==> src/rtl/wol_pkg.sv <==
package wol_pkg;
  localparam int unsigned REG_W      = 32;
  localparam int unsigned BIT_PD     = 0;
  localparam int unsigned BIT_MP_EN  = 1;
  localparam int unsigned BIT_WF_EN  = 2;
  localparam int unsigned BIT_MP_STS = 5;
  localparam int unsigned BIT_WF_STS = 6;
  localparam int unsigned BIT_GUCAST = 9;
  localparam int unsigned BIT_PRST   = 31;
  localparam int unsigned NUM_SRC    = 2;
  localparam int unsigned SRC_MAGIC  = 0;
  localparam int unsigned SRC_WFRAME = 1;

  typedef struct packed {
    logic gucast;
    logic wf_en;
    logic mp_en;
    logic pd;
    logic prst;
  } wol_ctrl_t;
endpackage

==> src/rtl/wol_ctrl_reg.sv <==
module wol_ctrl_reg
  import wol_pkg::*;
(
  input  logic             clk,
  input  logic             rst_n,
  input  logic             wr_en,
  input  logic [REG_W-1:0] wdata,
  input  logic             hw_wake,
  output wol_ctrl_t        ctrl
);
  wol_ctrl_t ctrl_q, ctrl_d;
  logic      cfg_en;

  assign cfg_en = wr_en;

  always_comb begin
    ctrl_d = ctrl_q;
    // pointer reset request lives exactly one cycle
    ctrl_d.prst = wr_en & wdata[BIT_PRST];
    if (cfg_en) begin
      ctrl_d.gucast = wdata[BIT_GUCAST];
      ctrl_d.wf_en  = wdata[BIT_WF_EN];
      ctrl_d.mp_en  = wdata[BIT_MP_EN];
      ctrl_d.pd     = wdata[BIT_PD];
    end
    // a qualified wake event leaves power-down regardless of a write
    if (hw_wake) ctrl_d.pd = 1'b0;
  end

  always_ff @(posedge clk or negedge rst_n) begin
    if (!rst_n) ctrl_q <= '0;
    else        ctrl_q <= ctrl_d;
  end

  assign ctrl = ctrl_q;
endmodule

==> src/rtl/wol_event_unit.sv <==
module wol_event_unit
  import wol_pkg::*;
(
  input  logic               clk,
  input  logic               rst_n,
  input  wol_ctrl_t          ctrl,
  input  logic               ev_magic,
  input  logic               ev_wake_frame,
  input  logic               ev_ucast_pass,
  input  logic               rd_clr,
  output logic               hw_wake,
  output logic [NUM_SRC-1:0] sts
);
  logic [NUM_SRC-1:0] hit;
  logic [NUM_SRC-1:0] sts_q, sts_d;

  always_comb begin
    hit             = '0;
    hit[SRC_MAGIC]  = ctrl.pd & ctrl.mp_en & ev_magic;
    hit[SRC_WFRAME] = ctrl.pd & ctrl.wf_en &
                      (ev_wake_frame | (ctrl.gucast & ev_ucast_pass));
  end

  assign hw_wake = |hit;

  for (genvar g = 0; g < NUM_SRC; g++) begin : g_flag
    always_comb begin
      sts_d[g] = sts_q[g];
      if (rd_clr) sts_d[g] = 1'b0;
      if (hit[g]) sts_d[g] = 1'b1;
    end

    always_ff @(posedge clk or negedge rst_n) begin
      if (!rst_n) sts_q[g] <= 1'b0;
      else        sts_q[g] <= sts_d[g];
    end
  end

  assign sts = sts_q;
endmodule

==> src/rtl/wol_filt_ptr.sv <==
module wol_filt_ptr #(
  parameter int unsigned NUM_FILT = 8,
  localparam int unsigned PTR_W   = $clog2(NUM_FILT)
) (
  input  logic             clk,
  input  logic             rst_n,
  input  logic             rst_req,
  input  logic             advance,
  output logic [PTR_W-1:0] ptr
);
  localparam logic [PTR_W-1:0] LAST = PTR_W'(NUM_FILT - 1);

  logic [PTR_W-1:0] ptr_q, ptr_d;
  logic             ptr_en;

  assign ptr_en = rst_req | advance;

  always_comb begin
    ptr_d = ptr_q;
    if (rst_req)             ptr_d = '0;
    else if (ptr_q == LAST)  ptr_d = '0;
    else                     ptr_d = ptr_q + 1'b1;
  end

  always_ff @(posedge clk or negedge rst_n) begin
    if (!rst_n)      ptr_q <= '0;
    else if (ptr_en) ptr_q <= ptr_d;
  end

  assign ptr = ptr_q;
endmodule

==> src/rtl/wol_pm_ctrl.sv <==
module wol_pm_ctrl
  import wol_pkg::*;
#(
  parameter int unsigned NUM_FILT = 8,
  localparam int unsigned PTR_W   = $clog2(NUM_FILT)
) (
  input  logic             clk,
  input  logic             rst_n,
  input  logic             reg_we,
  input  logic             reg_re,
  input  logic [31:0]      reg_wdata,
  output logic [31:0]      reg_rdata,
  input  logic             ev_magic,
  input  logic             ev_wake_frame,
  input  logic             ev_ucast_pass,
  input  logic             filt_access,
  output logic             drop_frames,
  output logic             pm_irq,
  output logic [PTR_W-1:0] filt_ptr
);
  wol_ctrl_t          ctrl;
  logic               hw_wake;
  logic [NUM_SRC-1:0] sts;

  wol_ctrl_reg u_ctrl (
    .clk     (clk),
    .rst_n   (rst_n),
    .wr_en   (reg_we),
    .wdata   (reg_wdata),
    .hw_wake (hw_wake),
    .ctrl    (ctrl)
  );

  wol_event_unit u_evt (
    .clk           (clk),
    .rst_n         (rst_n),
    .ctrl          (ctrl),
    .ev_magic      (ev_magic),
    .ev_wake_frame (ev_wake_frame),
    .ev_ucast_pass (ev_ucast_pass),
    .rd_clr        (reg_re),
    .hw_wake       (hw_wake),
    .sts           (sts)
  );

  wol_filt_ptr #(.NUM_FILT(NUM_FILT)) u_ptr (
    .clk     (clk),
    .rst_n   (rst_n),
    .rst_req (ctrl.prst),
    .advance (filt_access),
    .ptr     (filt_ptr)
  );

  always_comb begin
    reg_rdata             = '0;
    reg_rdata[BIT_PRST]   = ctrl.prst;
    reg_rdata[BIT_GUCAST] = ctrl.gucast;
    reg_rdata[BIT_WF_STS] = sts[SRC_WFRAME];
    reg_rdata[BIT_MP_STS] = sts[SRC_MAGIC];
    reg_rdata[BIT_WF_EN]  = ctrl.wf_en;
    reg_rdata[BIT_MP_EN]  = ctrl.mp_en;
    reg_rdata[BIT_PD]     = ctrl.pd;
  end

  assign drop_frames = ctrl.pd;
  assign pm_irq      = |sts;
endmodule

==> config.mk <==
export PLATFORM = sky130hd
export DESIGN_NAME = wol_pm_ctrl
export DESIGN_NICKNAME = d
export VERILOG_FILES = /design/src/rtl/wol_pkg.sv /design/src/rtl/wol_ctrl_reg.sv /design/src/rtl/wol_event_unit.sv /design/src/rtl/wol_filt_ptr.sv /design/src/rtl/wol_pm_ctrl.sv
export SDC_FILE = /design/constraint.sdc
export NUM_CORES = 1
export LEC_CHECK = 0
export ABC_AREA = 1
export BUFFER_PORTS_ARGS = -buffer_cell sky130_fd_sc_hd__clkbuf_2
export CORE_MARGIN = 2
export CORE_UTILIZATION = 29
export DETAILED_ROUTE_END_ITERATION = 6
export PLACE_DENSITY = 0.75
export SETUP_SLACK_MARGIN = 0.5
export SYNTH_ARGS = -nofsm -noshare
export SYNTH_HDL_FRONTEND = slang
export SYNTH_SLANG_ARGS = --single-unit
==> constraint.sdc <==
create_clock -name clk -period 0.96 [get_ports clk]
set_input_delay 0.24 -clock clk [delete_from_list [all_inputs] [get_ports clk]]
set_output_delay 0.24 -clock clk [all_outputs]
set_load 0.02 [all_outputs]
==> qor.txt, run 1 <==
Status - complete, but fails checks
Failing checks - negative hold slack, negative setup slack
Clk_lat worst skew - 260 ps
Post-Synthesis Cells - 82
Layout cells sized above 1 - 58.5%
MaxCap Viol Count - 0
Critical path class - flip-flop to output port
Post-detail-place hpwl - 929 um
Final GP Congestion - 0.711
Yosys Warn Count - 0
Final Hold Violating Endpoints - 10
Antenna-violating nets left - 0
Synth unique cells - 12
Vias in the first global route - 466
Top-Level Pins - 77
Via/cell ratio - 3.93
Worst r2r path cells - 5
Seq/Total Area, Yosys - 38.4%
Tmin final - 1280 ps
Total power - 1690 uW
FF+latch count, synth - 10
# rows - 17
Fmax - 783 MHz
NumNets Final - 166
Diodes inserted - 0
Synth area leaders - dfrtp_1 38%, buf_4 31%, nand2_1 16%
IO buf count - 24
Pin count of the biggest net entering global routing - 11
Filler instances - 184
Largest area contributor in the netlist - dfrtp_1
Total global routing overflow - 0
Root Driver - clkbuf_4
# DRC - 0
Initial antenna violation count - 0
Peak VDD IR - 0.712 mV
DRT Pass-1 Iters - 4
Most common cell after layout, fill and taps aside - conb_1
Starting Density - 30.0%
WL final - 1.66 mm
Avg WL per Cell - 11.0 um
Max clock buf depth - 2
Clock skew - 2.01 ps
CTS tree - done
Crit path capture type - output port
RSZ-0062 raised after global routing - yes
Slew Limit Fails - 0
Min setup slack post-route - -317 ps
Global-route wire length before repair - 1.98 mm
Fin crit share - 133%
WP data arrival - 1040 ps
Die area - 2640 um^2
Core Region - 2170 um^2
Die Ht - 51.4 um
Syn-to-layout area delta - 68.5%
Synth Area per Inst - 7.95 um^2
Iter 0 DRT Violations - 5
Worst EP required - 720 ps
Maximum fanout along the worst path - 2
Synth top area share - 38.4%
Worst-path clk slew - 70 ps
Leakage - 0.000598 uW
Final setup fails - 16
Pwr per Cell Area - 1540 nW/um^2
R2R Path End - u_ptr.ptr[2]
Vias - 593
GRT Total Usage - 10.6%
Mapped cell area - 652 um^2
Reg2reg setup slack - -190 ps
Die W - 51.4 um
Setup tns final - -2230 ps
Hold Slack - -166 ps
Cts bufs inserted - 3
Most frequent cells in the layout - 25 x conb_1, 18 x nand2_1, 14 x buf_6, 12 x clkbuf_2
H-Tree Depth - 1
Worst Hold Class - input port to asynchronous set/reset pin
R2R Path Start - u_ptr.ptr[0]
Worst Setup Start Kind - flip-flop
Clock sink count - 10
## power breakdown
group          internal (uW)  switching, uW  leakage (uW)  total (uW)
Clock                    230            143     0.0000210         374
Sequential               480           50.3      0.000118         531
Combinational            400            384      0.000459         784
## area by class of cell
type | count | area (um^2) | area share, %
inverters | 5 | 18.8 | 1.71
multi-input cells | 64 | 359 | 32.7
well taps | 28 | 35.0 | 3.19
flip-flops and latches | 10 | 260 | 23.7
repair buffers | 40 | 389 | 35.4
clock buffers | 4 | 36.3 | 3.30
## metal layers
metal / routed length [um] / share of wire, % / up-vias / GRT usage, %
li1: - / - / 280 / -
met1: 526 / 32 / 278 / 10.0
met2: 991 / 60 / 31 / 20.3
met3: 118 / 7.1 / 4 / 3.22
met4: 27 / 1.6 / 0 / 5.26
met5: 0 / 0 / - / 0
## sequential cells by signal (all words and copies together) (netlist names)
name	count
u_ctrl.ctrl	5
u_evt.sts	2
u_ptr.ptr	3
## synth_stat cells
master / instances
inv_2: 1
conb_1: 1
ha_1: 2
a21oi_1: 1
nor2_2: 1
nor2_1: 2
buf_4: 27
dfrtp_1: 10
nand2_1: 27
inv_1: 4
nand3_1: 5
or2_2: 1
## repair_timing
item | in CTS | in global routing
gates resized for setup | 29 | 28
setup endpoints to repair | 21 | 21
hold endpoints to repair | 10 | 10
setup buffers | 8 | 4
pin swaps | 7 | 5
## critical path: stages, from the launching register on
cell and delay, ps:
dfrtp_2 400, or2_4 240, buf_6 130
## through the flow
step | area (um^2) | setup slack [ps] | std cells | utilization, % | hold slack (ps)
2_1_floorplan | 800 | -91.2 | 106 | - | -55.6
3_3_place_gp | 778 | -39.0 | 135 | 35.9 | 113
3_5_place_dp | 778 | -67.1 | 135 | 35.9 | 115
4_1_cts | 1000 | -343 | 147 | 46.1 | -174
5_1_grt | 1100 | -343 | 151 | 50.6 | -162
6_report | 1100 | -317 | 151 | 50.6 | -166
## worst max-delay path by stage
stage / from / endpoint / slack, ps / cells after the start
3_3_place_gp: u_ptr.ptr[1] / u_ptr.ptr[0] / -40 / 5
5_1_grt: u_evt.sts[1] / pm_irq / -340 / 2
6_report: u_evt.sts[1] / pm_irq / -320 / 2
2_1_floorplan: u_ptr.ptr[0] / u_ptr.ptr[2] / -90 / 4
4_1_cts: u_evt.sts[1] / pm_irq / -340 / 2
3_5_place_dp: u_ptr.ptr[1] / u_ptr.ptr[0] / -70 / 5
## cell families (layout without fill, tap and decap cells)
kind of cell / count (synthesis) / count (layout) / synth area share, %
compound gates: 1 / 1 / 0.767
buf+inv: 32 / 49 / 34.0
simple gates: 36 / 36 / 22.5
fa+ha+maj: 2 / 2 / 3.84
flops: 10 / 10 / 38.4
other cells: 1 / 25 / 0.575
No activity file was read; power rests on OpenSTA's default activity.
==> run 2: changes to the inputs <==
--- a/config.mk
+++ b/config.mk
@@ -10,8 +10,8 @@
 export CORE_MARGIN = 2
 export CORE_UTILIZATION = 29
 export DETAILED_ROUTE_END_ITERATION = 6
-export PLACE_DENSITY = 0.75
-export SETUP_SLACK_MARGIN = 0.5
+export PLACE_DENSITY = 0.72
+export SETUP_SLACK_MARGIN = 0.3
 export SYNTH_ARGS = -nofsm -noshare
 export SYNTH_HDL_FRONTEND = slang
 export SYNTH_SLANG_ARGS = --single-unit
==> qor.txt, run 2 (synthesis results as in run 1) <==
Placed cell count - 135 (unchanged)
Starting Density - 30.0% (unchanged)
Max clock buf depth - 2 (unchanged)
Vias in the first global route - 530 (+14%)
WL final - 1.45 mm (-13%)
Antenna-violating nets left - 0 (unchanged)
MaxCap Viol Count - 0 (unchanged)
CTS tree - done
Iter 0 DRT Violations - 9 (+4)
Root Driver - clkbuf_4
Pwr per Cell Area - 1530 nW/um^2 (-0.21%)
Global-route wire length before repair - 2.13 mm (+7.7%)
Layout cells sized above 1 - 54.1% (-4.4 points)
Top-Level Pins - 77 (unchanged)
# DRC - 0 (unchanged)
IO buf count - 24 (unchanged)
Final GP Congestion - 0.675 (-5.0%)
RSZ-0062 raised after global routing - yes
Net switching power - 567 uW (-1.9%)
Initial antenna violation count - 0 (unchanged)
Max reg flops - 5 (unchanged)
Core Region - 2170 um^2 (unchanged)
Final setup fails - 16 (unchanged)
Failing checks - negative setup slack
Post-detail-place hpwl - 957 um (+3.0%)
Die area - 2640 um^2 (unchanged)
Slew Limit Fails - 0 (unchanged)
Die W - 51.4 um (unchanged)
Cts bufs inserted - 3 (unchanged)
Layout Cells excl Fill - 150 (-0.66%)
# rows - 17 (unchanged)
NumNets Final - 165 (-0.60%)
Tmin final - 1280 ps (+7.06 ps)
Vias - 573 (-3.4%)
Leakage - 0.000591 uW (-1.2%)
Final Hold Violating Endpoints - 0 (-10)
Maximum fanout along the worst path - 2 (unchanged)
Avg WL per Cell - 9.65 um (-12%)
Die Ht - 51.4 um (unchanged)
Diodes inserted - 0 (unchanged)
Fin crit share - 134% (+0.74 points)
WP data arrival - 1040 ps (about the same)
Crit path capture type - output port
Gate power share - 44.8% (-1.6 points)
Most common cell after layout, fill and taps aside - conb_1
Worst Setup Start Kind - flip-flop
Total global routing overflow - 0 (unchanged)
Status - complete, but fails checks
Peak VDD IR - 0.612 mV (-14%)
Most frequent cells in the layout - 25 x conb_1, 22 x nand2_1, 13 x buf_6, 12 x clkbuf_2
Clock group share of total power - 23.2% (+1.1 points)
Via/cell ratio - 3.82 (-2.7%)
Switching Fraction - 34.2% (about the same)
Min setup slack post-route - -324 ps (-7.06 ps)
Filler instances - 200 (+8.7%)
Int Power - 1090 uW (-1.9%)
DRT Pass-1 Iters - 4 (unchanged)
GRT Total Usage - 11.1% (+0.47 points)
H-Tree Depth - 1 (unchanged)
Pin count of the biggest net entering global routing - 11 (unchanged)
Final Util - 49.8% (-0.87 points)
Fmax - 779 MHz (-0.55%)
Reg power frac - 32.0% (+0.6 points)
Syn-to-layout area delta - 65.6%
Critical path class - flip-flop to output port
Worst EP required - 720 ps (about the same)
Clk_lat worst skew - 260 ps (about the same)
Worst Hold Class - input port to flip-flop
Setup tns final - -2250 ps (-18.5 ps)
Worst-path clk slew - 70 ps (about the same)
Clock skew - 0.135 ps (-1.87 ps)
Clock sink count - 10 (unchanged)
==> run 2: power groups by stage <==
stage | Combinational (uW) | Sequential, uW | Clock (uW)
after floorplan | 308 | 607 | 0
after global placement | 432 | 540 | 0
after detailed placement | 442 | 544 | 0
after CTS | 668 | 519 | 393
after global routing | 797 | 538 | 412
final | 742 | 530 | 384
==> run 2: layer usage <==
layer | share of wire (%) | global-route usage, % | up-vias | routed length (um)
met1 | 38 | 12.8 | 257 | 550
met3 | 7.9 | 2.63 | 2 | 114
met4 | 0.35 | 6.58 | 0 | 5
met2 | 54 | 18.4 | 34 | 777
li1 | - | - | 280 | -
met5 | 0 | 0 | - | 0
==> run 2: area by class of cell <==
type | count | area [um^2] | area share, %
clock buffer | 4 | 36.3 | 3.36
inverter | 5 | 18.8 | 1.74
multi-input combinational | 64 | 349 | 32.3
sequential | 10 | 260 | 24.1
tap | 28 | 35.0 | 3.24
timing repair buffer | 39 | 380 | 35.2
==> run 2: metrics by stage <==
stage / total power [uW] / cell area (um^2) / worst slack (ps) / hold slack [ps]
floorplan: 915 / 800 / -91.2 / -55.6
global placement: 972 / 778 / -41.3 / 111
detailed placement: 986 / 778 / -48.9 / 116
CTS: 1580 / 1020 / -341 / 160
global route: 1750 / 1080 / -347 / 171
finish: 1660 / 1080 / -324 / 163
==> run 2: worst max-delay path, cell delays in order, from the launching register on <==
cell     delay [ps]
dfrtp_2         420
or2_4           230
buf_6           130
==> run 2: final timing paths <==
check,startpoint,to,slack [ps],cells past startpoint
max,u_evt.sts[0],pm_irq,-320,2
min,reg_wdata[31],u_ctrl.ctrl[0],160,3
max reg2reg,u_ptr.ptr[0],u_ptr.ptr[2],-170,5
min reg2reg,u_evt.sts[1],u_evt.sts[1],610,3
max in group asynchronous,rst_n,u_ptr.ptr[0],380,2
min in group asynchronous,rst_n,u_evt.sts[1],360,2
==> run 2: timing repair <==
item	4_1_cts	5_1_grt
resized for setup	26	24
pin swaps	8	2
buffers inserted	10	0
hold buffers	1	0
setup endpoints to repair	18	21
hold endpoints to repair	10	0
cloned	0	0
